===== config.mk =====
export PLATFORM = sky130hd
export DESIGN_NAME = cal_alarm_match
export DESIGN_NICKNAME = d
export VERILOG_FILES = /design/src/rtl/cam_pkg.sv /design/src/rtl/cam_regs.sv /design/src/rtl/cam_tick.sv /design/src/rtl/cam_compare.sv /design/src/rtl/cam_flag.sv /design/src/rtl/cal_alarm_match.sv
export SDC_FILE = /design/constraint.sdc
export NUM_CORES = 1
export LEC_CHECK = 0
export ABC_AREA = 1
export CAP_MARGIN = 5
export CORE_ASPECT_RATIO = 0.9
export CORE_MARGIN = 4
export CORE_UTILIZATION = 25
export DETAILED_ROUTE_END_ITERATION = 6
export GPL_ROUTABILITY_DRIVEN = 0
export PLACE_DENSITY = 0.53
export SYNTH_ARGS = -nofsm -noshare
export SYNTH_HDL_FRONTEND = slang
export SYNTH_SLANG_ARGS = --single-unit

===== constraint.sdc =====
create_clock -name clk -period 1.2 [get_ports clk]
set_input_delay 0.24 -clock clk [delete_from_list [all_inputs] [get_ports clk]]
set_output_delay 0.24 -clock clk [all_outputs]
set_load 0.02 [all_outputs]

===== src/rtl/cam_pkg.sv =====
// Shared constants and helpers for the calendar alarm matcher.
// Assumes four fields stored padded to a common width.
package cam_pkg;
    localparam int NUM_FIELDS = 4;
    localparam int VAL_W      = 7;
    localparam int DATA_W     = 8;

    typedef enum int {
        FLD_MIN  = 0,
        FLD_HOUR = 1,
        FLD_DATE = 2,
        FLD_WDAY = 3
    } field_e;

    // Number of significant value bits of each field.
    function automatic int field_width(int idx);
        case (idx)
            FLD_MIN:  return 7;
            FLD_HOUR: return 6;
            FLD_DATE: return 6;
            default:  return 3;
        endcase
    endfunction

    // Mask selecting the significant value bits of each field.
    function automatic logic [VAL_W-1:0] field_mask(int idx);
        return VAL_W'((1 << field_width(idx)) - 1);
    endfunction
endpackage


===== src/rtl/cam_regs.sv =====
// Alarm field, enable and clear decode for the alarm matcher.
// Assumes one write per cycle. Field values are masked on write.
module cam_regs #(
    parameter int ADDR_W     = 5,
    parameter int EN_ADDR    = 0,
    parameter int FLAG_ADDR  = 1,
    parameter int FIELD_BASE = 10,
    parameter int EN_BIT     = 1,
    parameter int FLAG_BIT   = 3,
    parameter int EXCL_BIT   = 7
) (
    input  logic                                          clk,
    input  logic                                          rst_n,
    input  logic                                          wr_en,
    input  logic [ADDR_W-1:0]                             wr_addr,
    input  logic [cam_pkg::DATA_W-1:0]                    wr_data,
    output logic [cam_pkg::NUM_FIELDS-1:0][cam_pkg::VAL_W-1:0] alarm_val,
    output logic [cam_pkg::NUM_FIELDS-1:0]                excl,
    output logic                                          irq_en,
    output logic                                          clr_req
);
    import cam_pkg::*;

    localparam logic [ADDR_W-1:0] EN_A   = ADDR_W'(EN_ADDR);
    localparam logic [ADDR_W-1:0] FLAG_A = ADDR_W'(FLAG_ADDR);

    // Interrupt enable register.
    always_ff @(posedge clk) begin
        if (!rst_n)
            irq_en <= 1'b0;
        else if (wr_en && wr_addr == EN_A)
            irq_en <= wr_data[EN_BIT];
    end

    // Clearing request: write of zero to the flag bit.
    always_comb clr_req = wr_en && (wr_addr == FLAG_A) && !wr_data[FLAG_BIT];

    // One register per alarm field.
    for (genvar i = 0; i < NUM_FIELDS; i++) begin : g_field
        localparam logic [ADDR_W-1:0] FA   = ADDR_W'(FIELD_BASE + i);
        localparam logic [VAL_W-1:0]  MASK = field_mask(i);

        // Load include bit and masked value on a write to this field.
        always_ff @(posedge clk) begin
            if (!rst_n) begin
                excl[i]      <= 1'b1;
                alarm_val[i] <= '0;
            end else if (wr_en && wr_addr == FA) begin
                excl[i]      <= wr_data[EXCL_BIT];
                alarm_val[i] <= wr_data[VAL_W-1:0] & MASK;
            end
        end
    end
endmodule


===== src/rtl/cam_tick.sv =====
// Detects the rollover of the seconds value to zero.
// Assumes cur_sec is stable around the clock edge.
module cam_tick #(
    parameter int SEC_W = 7
) (
    input  logic             clk,
    input  logic             rst_n,
    input  logic [SEC_W-1:0] cur_sec,
    output logic             tick
);
    logic [SEC_W-1:0] prev_sec;

    // Remember the seconds value seen at the last edge.
    always_ff @(posedge clk) begin
        if (!rst_n)
            prev_sec <= '0;
        else
            prev_sec <= cur_sec;
    end

    // Rollover: zero now, non-zero before.
    always_comb tick = (cur_sec == '0) && (prev_sec != '0);

    a_r5_single_tick: assert property (@(posedge clk) disable iff (!rst_n)
        tick |=> !tick);
endmodule


===== src/rtl/cam_compare.sv =====
// Field comparator: every included field must equal the current time.
// Assumes inputs padded with zeros above each field width.
module cam_compare (
    input  logic [cam_pkg::NUM_FIELDS-1:0][cam_pkg::VAL_W-1:0] alarm_val,
    input  logic [cam_pkg::NUM_FIELDS-1:0][cam_pkg::VAL_W-1:0] cur_val,
    input  logic [cam_pkg::NUM_FIELDS-1:0]                excl,
    output logic                                          match,
    output logic                                          none_incl
);
    import cam_pkg::*;

    logic [NUM_FIELDS-1:0] hit;

    // Per-field hit: excluded, or masked values equal.
    for (genvar i = 0; i < NUM_FIELDS; i++) begin : g_cmp
        localparam logic [VAL_W-1:0] MASK = field_mask(i);
        always_comb hit[i] = excl[i] || ((alarm_val[i] & MASK) == (cur_val[i] & MASK));
    end

    // Overall match needs at least one included field.
    always_comb begin
        none_incl = &excl;
        match     = !none_incl && (&hit);
    end
endmodule


===== src/rtl/cam_flag.sv =====
// Sticky alarm flag with software clear and gated interrupt.
// Assumes set and clear requests are single-cycle.
module cam_flag (
    input  logic clk,
    input  logic rst_n,
    input  logic tick,
    input  logic match,
    input  logic clr_req,
    input  logic irq_en,
    output logic flag,
    output logic irq
);
    // Set on a matching rollover; a set outranks a clear.
    always_ff @(posedge clk) begin
        if (!rst_n)
            flag <= 1'b0;
        else if (tick && match)
            flag <= 1'b1;
        else if (clr_req)
            flag <= 1'b0;
    end

    // Interrupt request follows the flag when enabled.
    always_comb irq = flag && irq_en;

    a_r5_rise_cause: assert property (@(posedge clk) disable iff (!rst_n)
        $rose(flag) |-> $past(tick && match));
    a_r6_fall_cause: assert property (@(posedge clk) disable iff (!rst_n)
        $fell(flag) |-> $past(clr_req));
    a_r7_set_wins: assert property (@(posedge clk) disable iff (!rst_n)
        (tick && match && clr_req) |=> flag);
endmodule


===== src/rtl/cal_alarm_match.sv =====
// Top of the calendar alarm matcher: registers, rollover detect,
// comparator and sticky flag. Assumes BCD time from an external counter.
module cal_alarm_match #(
    parameter int ADDR_W = 5
) (
    input  logic              clk,
    input  logic              rst_n,
    input  logic [6:0]        cur_sec,
    input  logic [6:0]        cur_min,
    input  logic [5:0]        cur_hour,
    input  logic [5:0]        cur_date,
    input  logic [2:0]        cur_wday,
    input  logic              wr_en,
    input  logic [ADDR_W-1:0] wr_addr,
    input  logic [7:0]        wr_data,
    output logic              alarm_flag,
    output logic              alarm_irq
);
    import cam_pkg::*;

    logic [NUM_FIELDS-1:0][VAL_W-1:0] alarm_val;
    logic [NUM_FIELDS-1:0][VAL_W-1:0] cur_val;
    logic [NUM_FIELDS-1:0]            excl;
    logic irq_en, clr_req, tick, match, none_incl;

    // Pack current time fields to the common width.
    always_comb begin
        cur_val[FLD_MIN]  = cur_min;
        cur_val[FLD_HOUR] = {1'b0, cur_hour};
        cur_val[FLD_DATE] = {1'b0, cur_date};
        cur_val[FLD_WDAY] = {4'b0, cur_wday};
    end

    cam_regs #(.ADDR_W(ADDR_W)) u_regs (
        .clk(clk), .rst_n(rst_n), .wr_en(wr_en), .wr_addr(wr_addr),
        .wr_data(wr_data), .alarm_val(alarm_val), .excl(excl),
        .irq_en(irq_en), .clr_req(clr_req)
    );

    cam_tick #(.SEC_W(7)) u_tick (
        .clk(clk), .rst_n(rst_n), .cur_sec(cur_sec), .tick(tick)
    );

    cam_compare u_cmp (
        .alarm_val(alarm_val), .cur_val(cur_val), .excl(excl),
        .match(match), .none_incl(none_incl)
    );

    cam_flag u_flag (
        .clk(clk), .rst_n(rst_n), .tick(tick), .match(match),
        .clr_req(clr_req), .irq_en(irq_en), .flag(alarm_flag), .irq(alarm_irq)
    );

    a_r4_none_no_match: assert property (@(posedge clk) disable iff (!rst_n)
        none_incl |-> !match);
    a_r8_irq_gated: assert property (@(posedge clk) disable iff (!rst_n)
        !irq_en |-> !alarm_irq);
endmodule


# Word-level counts from Yosys, hierarchy flattened
# Cells that the tools add are included.
# Widths: inputs -> output; s select.
word_totals:
  out_inout_bits: 2
  word_cells: 45
  regBits: 35
  in_bits: 45
classes:
  eq_ne: 9
  n_mux: 2
  n_reduce_logical: 23
op_table:
  columns: ["operator", "n"]
  rows:
  - ["$eq 5x4->1 const B", 4]
  - ["$eq 6x6->1", 2]
  - ["$logic_and 1x1->1", 11]
  - ["$reduce_and 4->1", 2]
  - ["$eq 7x7->1", 1]
  - ["$logic_not 7->1", 1]
  - ["$reduce_bool 7->1", 1]
  - ["$eq 5x1->1 const B", 1]
  - ["$logic_not 5->1", 1]
  - ["$logic_or 1x1->1", 4]
  - ["$eq 3x3->1", 1]
  - ["$logic_not 1->1", 2]
  - ["$mux 1", 2]
  - ["$reduce_bool 2->1", 1]

# Longest topological paths before layout
# Gate-level depths: netlist of the first run.
logic_depth:
  ltp_word: 6
  depth_mapped: 11
  mapped_depth_nobuf: 11

# Cells and area by module
# A second synthesis of the first run with hierarchy kept.
hier_totals:
  cells_unflattened: 384
  area_unflattened_um2: 2179.6
by_module_without_submodules:
  columns: ["mod", "seq_area_each_um2", "instances", "cells_per_inst", "area_per_inst_um2"]
  rows:
  - ["cam_regs", 540.5, 1, 217, 1391.3]
  - ["cam_compare", 0.0, 1, 117, 465.4]
  - ["cam_tick", 140.1, 1, 41, 267.8]
  - ["cam_flag", 20.0, 1, 8, 51.3]
  - ["cal_alarm_match", 0.0, 1, 1, 3.8]

# Least setup slack after synthesis of the first run
# No wires, ideal clock.
synth_path:
  kind: "in2reg"
  start: "input wr_en"
  end: "register u_regs.alarm_val[16] in the netlist's numbering"
  path_stages: 7
  setup_ps: 116
  n_path_buf: 1
  slack_ps: 119
  t_arrival_ps: 965
  t_required_ps: 1084
  path_cell_list: "inv_1 or2_4 nor2_4 nand2_2 buf_6 o21ai_1 a21oi_1"
synth_via:
  elab_chain_cells: 1
synth_rtl:
  columns: ["item", "line", "source"]
  rows:
  - ["from (decl)", "cal_alarm_match.sv:13", "input logic wr_en,"]
  - ["$logic_and 1x1->1", "cam_regs.sv:48", "end else if (wr_en && wr_addr == FA) begin"]
  - ["to (signal, indexed assignment)", "cam_regs.sv:50", "alarm_val[i] <= wr_data[VAL_W-1:0] & MASK;"]
  - ["to (decl)", "cam_regs.sv:17", "output logic [cam_pkg::NUM_FIELDS-1:0][cam_pkg::VAL_W-1:0] alarm_val,"]
# Every way passes these cells.
# A chain may end at the register's enable or synchronous reset.

# Worst setup path after layout of the first run
layout_path:
  start: "input cur_min[5]"
  end: "register u_flag.flag"
layout_via:
  elab_chain_cells: 6
  word_cells_on_any_way: 7
  classes_between: "eq/ne (1); mux (1); reduce/logical (5)"
layout_rtl:
  columns: ["item", "line", "source"]
  rows:
  - ["from (decl)", "cal_alarm_match.sv:9", "input logic [6:0] cur_min,"]
  - ["$eq 7x7->1 (*)", "cam_compare.sv:17", "always_comb hit[i] = excl[i] || ((alarm_val[i] & MASK) == (cur_val[i] & MASK));"]
  - ["$logic_or 1x1->1 (*)", "cam_compare.sv:17", null]
  - ["$reduce_and 4->1 (*)", "cam_compare.sv:23", "match = !none_incl && (&hit);"]
  - ["$logic_and 1x1->1 (*)", "cam_compare.sv:23", null]
  - ["$logic_and 1x1->1 (*)", "cam_flag.sv:17", "else if (tick && match)"]
  - ["$mux 1 / $reduce_bool 2->1 (equally long branches)", null, null]
  - ["to (signal assigned)", "cam_flag.sv:16", "flag <= 1'b0;"]
  - ["to (signal assigned)", "cam_flag.sv:18", "flag <= 1'b1;"]
  - ["to (signal assigned)", "cam_flag.sv:20", "flag <= 1'b0;"]
  - ["to (decl)", "cam_flag.sv:10", "output logic flag,"]
# Mark *: on every way between the ends. The rest lies on a longest branch, timed or not.

==> results of run 1 <==
registers in the layout, indices dropped and copies added (netlist names):
register          count
u_tick.prev_sec       7
u_flag.flag           1
u_regs.excl           4
u_regs.alarm_val     22
u_regs.irq_en         1
worst reg2reg max path, delay by kind of cell (launching register included):
family	cells	cell delay, ns
AO/OA/AOI/OAI	1	0.12
buffers and inverters	2	0.09
AND/OR/NAND/NOR	7	0.55
flip-flops	1	0.33
synthesized netlist by cell type, drive strengths merged:
master,instances
o21ai,25
or2,1
clkbuf,3
nor2b,1
xor2,2
xnor2,4
nand2,73
nand3b,1
clkinv,1
a21oi,18
nor2,38
nor3,3
o211ai,1
inv,51
buf,2
nand4,3
dfxtp,35
nand3,6
through the flow:
step,util,std cells,worst slack (ns)
6_report,0.3962,423,0.01422
5_1_grt,0.3962,423,-0.06027
4_1_cts,0.3906,422,-0.02985
3_5_place_dp,0.3594,412,-0.4605
3_3_place_gp,0.3594,412,-0.4305
2_1_floorplan,-,268,0.1191
area by class of cell:
type	count	area share
inverter	52	0.07512
clock inverter	3	0.01643
tap	90	0.04225
clock buffer	5	0.02582
sequential	35	0.2667
multi-input combinational	178	0.3568
timing repair buffer	60	0.2169
final timing paths:
kind                               end  depth (start not counted)  slack (ns)
setup / recovery           u_flag.flag                         10        0.01
hold reg to reg   u_regs.alarm_val[17]                          2        0.46
setup reg to reg           u_flag.flag                         10        0.04
hold / removal      u_tick.prev_sec[1]                          3        0.18
logic make-up after synthesis:
family                 after synthesis  synth area share
flip-flops                          35            0.3963
buffers and inverters               57            0.1323
AND/OR/NAND/NOR                    126            0.3114
XOR/XNOR                             6           0.02972
AO/OA/AOI/OAI                       44            0.1302
power by group through the flow:
stage / Sequential, mW / Combinational [mW] / Clock (mW)
2_1_floorplan: 1.22 / 0.146 / 0
6_report: 1.20 / 0.391 / 1.06
4_1_cts: 1.19 / 0.395 / 1.08
3_5_place_dp: 1.22 / 0.376 / 0
5_1_grt: 1.20 / 0.434 / 1.16
3_3_place_gp: 1.22 / 0.374 / 0
timing repair:
| action | CTS | global route |
|---|---|---|
| pin swaps | 19 | 19 |
| cloned | 2 | 0 |
| endpoints found under the setup margin | 30 | 2 |
| setup buffers | 0 | 1 |
| gates resized for setup | 60 | 18 |
layout by cell type (no fill, tap or decap), types with 7 or more instances in the layout:
cell / count
inv_2: 8
buf_4: 11
o21ai_1: 7
nand2_1: 70
inv_1: 43
nor2_1: 34
clkdlybuf4s50_1: 22
a21oi_1: 11
dfxtp_2: 8
dlygate4sd2_1: 14
dlymetal6s2s_1: 8
o21ai_2: 8
a21oi_2: 7
dfxtp_1: 27
o21ai_0: 10
routing by layer:
layer	track usage	up-vias
met5	0	-
met4	0.04464	0
met3	0.03822	4
met2	0.1830	36
met1	0.1361	768
li1	-	949
==> summary.md, run 1 <==
| Metric | Value |
|---|---|
| Result of the run | completed |
| Internal power | 2.005 mW |
| Total Die Area | 8483 µm² |
| Flops & latches, synth | 35 |
| Area share of the leading cell type in the synthesized netlist | 0.3963 |
| First-pass GRT wire length | 7610 µm |
| Number of buffer and inverter stages on the critical path | 2 |
| Routed Wire Length | 4607 µm |
| Metal2 WL | 2209 µm |
| Post-synthesis cell area | 1768 µm² |
| Clock slew at the register clock pins of the worst setup and hold paths | 0.07 ns |
| Portion of the clock cycle consumed by the worst path in the final layout | 0.9881 |
| Flop pwr share | 0.453 |
| Count of vias placed by the detailed router | 1,757 |
| Max Cap Violations | 0 |
| Cells along the critical path | clkdlybuf4s50_1 -> xnor2_1 -> nand2_1 -> nor2_1 -> nand2_1 -> nand2_1 -> nand2_1 -> inv_1 -> nand2_1 -> a21oi_2 |
| Congestion Overflow GR | 0 |
| # setup viols final | 0 |
| Net count, final | 377 |
| Kind of capture point of the worst setup path | flip-flop |
| Sinks on the clock net | 35 |
| Die Span Y | 87.78 µm |
| Share of power burned in combinational logic | 0.148 |
| Avg Cell Area, Syn | 6.597 µm² |
| Endpoint arrival time on the critical path | 1.40 ns |
| Worst hold margin | 0.1804 ns |
| Area taken by flip-flops and latches | 710.7 µm² |
| Startpoint of the worst hold path | cur_sec[1] |
| Total chip power | 2.641 mW |
| Total negative slack for setup checks | 0 ns |
| Clock tree from TritonCTS | done |
| Final Hold Viols | 0 |
| Max Transition Viols Final | 0 |
| Leakage power of the design | 1.346 nW |
| CTS Buf Count | 5 |
| Fmax | 843.3 MHz |
| Latest clock arrival within the worst-skew pair | 0.29 ns |
| Cell occurring most often along the worst timing path | nand2_1 |
| Category of the most critical setup path | primary input to flip-flop |
| Post-detailed-placement cell area | 2417 µm² |
| Net switching share of the total power | 0.2407 |
| Overall track demand over capacity in global routing | 0.1116 |
| Post-route design area | 2665 µm² |
| Layout cell share with drive strength beyond 1 | 0.2102 |
| Clock skew after layout | 0.009375 ns |
| Clk network pwr share | 0.400 |
| ANT nets after route | 0 |
| Uppermost layer routed | met4 |
| Sequential area share after synthesis | 0.3963 |
| Critical path's top delay family | buffers and inverters |
| I/O pins | 47 |
| Post-synthesis cell type count | 26 |
| Placeable core area | 6726 µm² |
| Number of antenna violations at the first check in global routing | 0 |
| Area growth from synthesis to layout | 50.74% |
| Startpoint Class | primary input |
| Buffer cell driving the clock tree root | clkbuf_8 |
| Final critical path time including I/O delays and setup | 1.186 ns |
| Quantity of hold-fixing buffers added after cts | 0 |
| Slew Limit Headroom | 0.7955 |
| Number of global-route vias before repair | 1,650 |
| Largest net degree at the start of global routing | 26 |
| Diode count | 0 |
| Setup repair after global routing missed its margin | yes |
| Met3 wire length | 220 µm |
| Crit Path Max Fanout | 1 |
| Fill cell count | 745 |
| Area taken by multi-input logic gates | 950.9 µm² |
| Cell type with the largest total area after synthesis | dfxtp_1 |
| Net count after synthesis | 313 |
| Largest cells by area after synthesis | dfxtp_1 40%, nand2_1 15%, inv_1 11% |
| DR WL/cell | 10.89 µm |
| Slowest stage delay, CP | 0.47 ns |
| Count of yosys warnings during synthesis | 0 |
| Count of port buffers added during placement | 46 |
| Required time of the critical path | 1.41 ns |
| Net Switching | 0.6358 mW |
| Worst setup path start | cur_min[5] |
| Die Span X | 96.64 µm |
| Maximum clock insertion buffer count | 2 |
| Routed met1 length | 2119 µm |
| Post-detailed-route via-to-cell ratio | 4.154 |
| Std-Cell Rows | 28 |
| CP max stage cell | clkdlybuf4s50_1 |
| Syn Inst Count | 268 |
| Drt pass-1 iters | 4 |
| Worst-Margin Slew | 0.3058 ns |
| Number of DRC markers in iteration 0 | 76 |
| H-tree lvl count | 2 |
| Residual DRC | 0 |
| Worst Hold Class | primary input to flip-flop |
| Initial standard-cell utilization of the core | 0.2628 |
| Placed wire-length estimate after detailed placement | 3454 µm |
| Worst-case vdd ir drop | 0.4093 mV |
| PD cells | 991.0 nW/µm² |
| Origin of the critical flop-to-flop path | u_regs.alarm_val[15] |
No activity file was read; power rests on OpenSTA's default activity.
==> run 2, diff against run 1 <==
--- a/config.mk
+++ b/config.mk
@@ -8,11 +8,9 @@
 export ABC_AREA = 1
 export CAP_MARGIN = 5
 export CORE_ASPECT_RATIO = 0.9
-export CORE_MARGIN = 4
 export CORE_UTILIZATION = 25
 export DETAILED_ROUTE_END_ITERATION = 6
 export GPL_ROUTABILITY_DRIVEN = 0
-export PLACE_DENSITY = 0.53
 export SYNTH_ARGS = -nofsm -noshare
 export SYNTH_HDL_FRONTEND = slang
 export SYNTH_SLANG_ARGS = --single-unit
==> run 2 against run 1 <==
Compared with the run above: first-iteration DRC count up 39%; critical path depth down 2; sequential share of layout area grew 0.27 points; cell count grew 0.24%; clock power shrank 14%; wire length decreased by 1.1%; sequential cell count did not move; die area down 13%; clock skew grew 0.0017 ns; critical endpoint unchanged.
==> summary.md, run 2 (synthesized netlist as in run 1, its figures left out) <==
| Metric | Value |
|---|---|
| Overall track demand over capacity in global routing | 0.1325 (was 0.1116) |
| First-pass GRT wire length | 7617 µm (was 7610 µm) |
| Cells along the critical path | clkdlybuf4s50_1 -> nor3_2 -> nand3b_1 -> nor2_1 -> nand2_1 -> nor2_1 -> nand2_1 -> a21oi_2 (was clkdlybuf4s50_1 -> xnor2_1 -> nand2_1 -> nor2_1 -> nand2_1 -> nand2_1 -> nand2_1 -> inv_1 -> nand2_1 -> a21oi_2) |
| CP max stage cell | clkdlybuf4s50_1 (unchanged) |
| Total Die Area | 7413 µm² (was 8483 µm²) |
| Final Hold Viols | 0 (unchanged) |
| Worst hold margin | 0.2941 ns (was 0.1804 ns) |
| Clock slew at the register clock pins of the worst setup and hold paths | 0.07 ns (about the same) |
| Fmax | 870.0 MHz (was 843.3 MHz) |
| Routed Wire Length | 4555 µm (was 4607 µm) |
| I/O pins | 47 (unchanged) |
| Sinks on the clock net | 35 (unchanged) |
| Met2 Track Usage GR | 0.2197 (was 0.1830) |
| Largest registers ranked by flip-flop count | u_regs.alarm_val: 22 flops, u_tick.prev_sec: 7 flops, u_regs.excl: 4 flops (unchanged) |
| Die Span X | 90.64 µm (was 96.64 µm) |
| Required time of the critical path | 1.42 ns (was 1.41 ns) |
| Startpoint Class | primary input (unchanged) |
| Setup repair after global routing missed its margin | yes (unchanged) |
| Critical path's top delay family | simple AND/OR/NAND/NOR gates (was buffers and inverters) |
| Max Cap Violations | 0 (unchanged) |
| Clock skew after layout | 0.01104 ns (was 0.009375 ns) |
| Area taken by multi-input logic gates | 953.4 µm² (was 950.9 µm²) |
| H-tree lvl count | 2 (unchanged) |
| Final critical path time including I/O delays and setup | 1.149 ns (was 1.186 ns) |
| Slew Limit Headroom | 0.7890 (was 0.7955) |
| Pre-CTS setup slack | -0.4619 ns (was -0.4605 ns) |
| # setup viols final | 0 (unchanged) |
| Global routing met1 resource utilization | 0.1667 (was 0.1361) |
| Number of DRC markers in iteration 0 | 106 (was 76) |
| Maximum clock insertion buffer count | 2 (unchanged) |
| Drt pass-1 iters | 4 (unchanged) |
| Kind of capture point of the worst setup path | flip-flop (unchanged) |
| CTS Buf Count | 5 (unchanged) |
| Largest net degree at the start of global routing | 26 (unchanged) |
| Area growth from synthesis to layout | 48.69% (was 50.74%) |
| Latest clock arrival within the worst-skew pair | 0.29 ns (about the same) |
| Placeable core area | 6691 µm² (was 6726 µm²) |
| Clock tree from TritonCTS | done (unchanged) |
| Worst-case vdd ir drop | 0.4300 mV (was 0.4093 mV) |
| Number of antenna violations at the first check in global routing | 0 (unchanged) |
| Top library cells by usage in the layout, fill and taps aside | 71 x nand2_1, 44 x inv_1, 33 x nor2_1, 29 x dfxtp_1, 21 x dlygate4sd2_1 (was 70 x nand2_1, 43 x inv_1, 34 x nor2_1, 27 x dfxtp_1, 22 x clkdlybuf4s50_1) |
| Placed wire-length estimate after detailed placement | 3249 µm (was 3454 µm) |
| Global-route layer with the greatest usage | met2 (unchanged) |
| Category of the most critical setup path | primary input to flip-flop (unchanged) |
| Fill cell count | 692 (was 745) |
| Net count, final | 378 (was 377) |
| Total negative slack for setup checks | 0 ns (unchanged) |
| Number of global-route vias before repair | 1,654 (was 1,650) |
| Crit Path Max Fanout | 2 (was 1) |
| PD cells | 952.6 nW/µm² (was 991.0 nW/µm²) |
| Endpoint arrival time on the critical path | 1.37 ns (was 1.40 ns) |
| Portion of the clock cycle consumed by the worst path in the final layout | 0.9578 (was 0.9881) |
| Worst-Margin Slew | 0.3155 ns (was 0.3058 ns) |
| Max Transition Viols Final | 0 (unchanged) |
| ANT nets after route | 0 (unchanged) |
| Buffer cell driving the clock tree root | clkbuf_8 (unchanged) |
| Register with the most flip-flops | u_regs.alarm_val (unchanged) |
| DR WL/cell | 10.74 µm (was 10.89 µm) |
| Number of buffer and inverter stages on the critical path | 1 (was 2) |
| Diode count | 0 (unchanged) |
| Die Span Y | 81.78 µm (was 87.78 µm) |
| Std-Cell Rows | 28 (unchanged) |
| Most frequent standard cell in the layout excluding fill and tap cells | nand2_1 (unchanged) |
| Result of the run | completed (unchanged) |
| Worst Hold Class | primary input to flip-flop (unchanged) |
| Initial standard-cell utilization of the core | 0.2642 (was 0.2628) |
| Residual DRC | 0 (unchanged) |
| Final Worst Setup Slack | 0.05062 ns (was 0.01422 ns) |
| Flip-flop count of the largest register, all copies and words added | 22 (unchanged) |
| Area taken by flip-flops and latches | 708.2 µm² (was 710.7 µm²) |
| Count of vias placed by the detailed router | 1,780 (was 1,757) |
| Post-detailed-route via-to-cell ratio | 4.198 (was 4.154) |
| Congestion Overflow GR | 0 (unchanged) |
| Slowest stage delay, CP | 0.45 ns (was 0.47 ns) |
| Leakage power of the design | 1.326 nW (was 1.346 nW) |
| Met3 capacity usage during global routing | 0.02963 (was 0.03822) |
| Layout cell share with drive strength beyond 1 | 0.1976 (was 0.2102) |
| Count of port buffers added during placement | 46 (unchanged) |
[run 2: changes by cell type in the layout (fill, tap and decap cells not counted), sizes merged, moves of 2 or more]
cell and change:
clkinv -2, dlymetal6s2s -2, clkbuf +4, dlygate4sd2 +7
clkdlybuf4s50 -6
[run 2: per-stage QoR]
stage,instance area (µm²),instances,util,total power [mW]
final,2629,424,0.3929,2.504
after global routing,2629,424,0.3929,2.626
after CTS,2600,424,0.3886,2.519
after detailed placement,2395,409,0.3579,1.597
after global placement,2395,409,0.3579,1.593
after floorplan,1768,268,-,1.365
[run 2: final timing paths]
kind	from	to	slack, ns	depth (start not counted)
worst max-delay path	cur_sec[4]	u_flag.flag	0.05	8
worst min-delay path	cur_sec[1]	u_tick.prev_sec[1]	0.29	3
worst max register to register	u_regs.alarm_val[16]	u_flag.flag	0.09	10
worst min register to register	u_regs.alarm_val[15]	u_regs.alarm_val[15]	0.45	2
[run 2: timing repair]
action / in CTS / in global routing
pin swaps: 23 / 12
endpoints found under the setup margin: 30 / 6
cloned: 3 / 0
setup buffers: 4 / 0
resized for setup: 63 / 20
hold buffers: 0 / 0
[run 2: cell type report]
class	count	area share
clock buffer	8	0.03808
inverter	52	0.07711
multi-input combinational	179	0.3627
sequential	35	0.2694
tap	90	0.04284
timing repair buffer	60	0.2099
[run 2: routing by layer]
layer  routed length (µm)  vias up
li1                     -      956
met1                 2198      773
met2                 2040       42
met3                  229        9
met4                   87        0
met5                    0        -
[run 2: report_power, final]
part	internal (mW)	switching, mW
registers	1.19	0.0102
clock network	0.523	0.389
logic	0.200	0.195
total	1.91	0.595
[run 2: worst reg2reg max path, stage by stage (launching register included)]
cell and delay [ns]:
dfxtp_2 0.34, inv_2 0.04, nand2_1 0.06, nand2_1 0.05, nor2_1 0.10, nand3_1 0.08, nand2_1 0.06, inv_1 0.03
nor2_1 0.10, nand2_1 0.08, a21oi_2 0.11
==> run 3, diff against run 2 <==
--- a/config.mk
+++ b/config.mk
@@ -6,9 +6,10 @@
 export NUM_CORES = 1
 export LEC_CHECK = 0
 export ABC_AREA = 1
-export CAP_MARGIN = 5
+export CAP_MARGIN = 20
 export CORE_ASPECT_RATIO = 0.9
 export CORE_UTILIZATION = 25
+export CTS_CLUSTER_SIZE = 16
 export DETAILED_ROUTE_END_ITERATION = 6
 export GPL_ROUTABILITY_DRIVEN = 0
 export SYNTH_ARGS = -nofsm -noshare
==> results of run 3 <==
The final DEF is identical to that of run 2; final timing and power are the same.
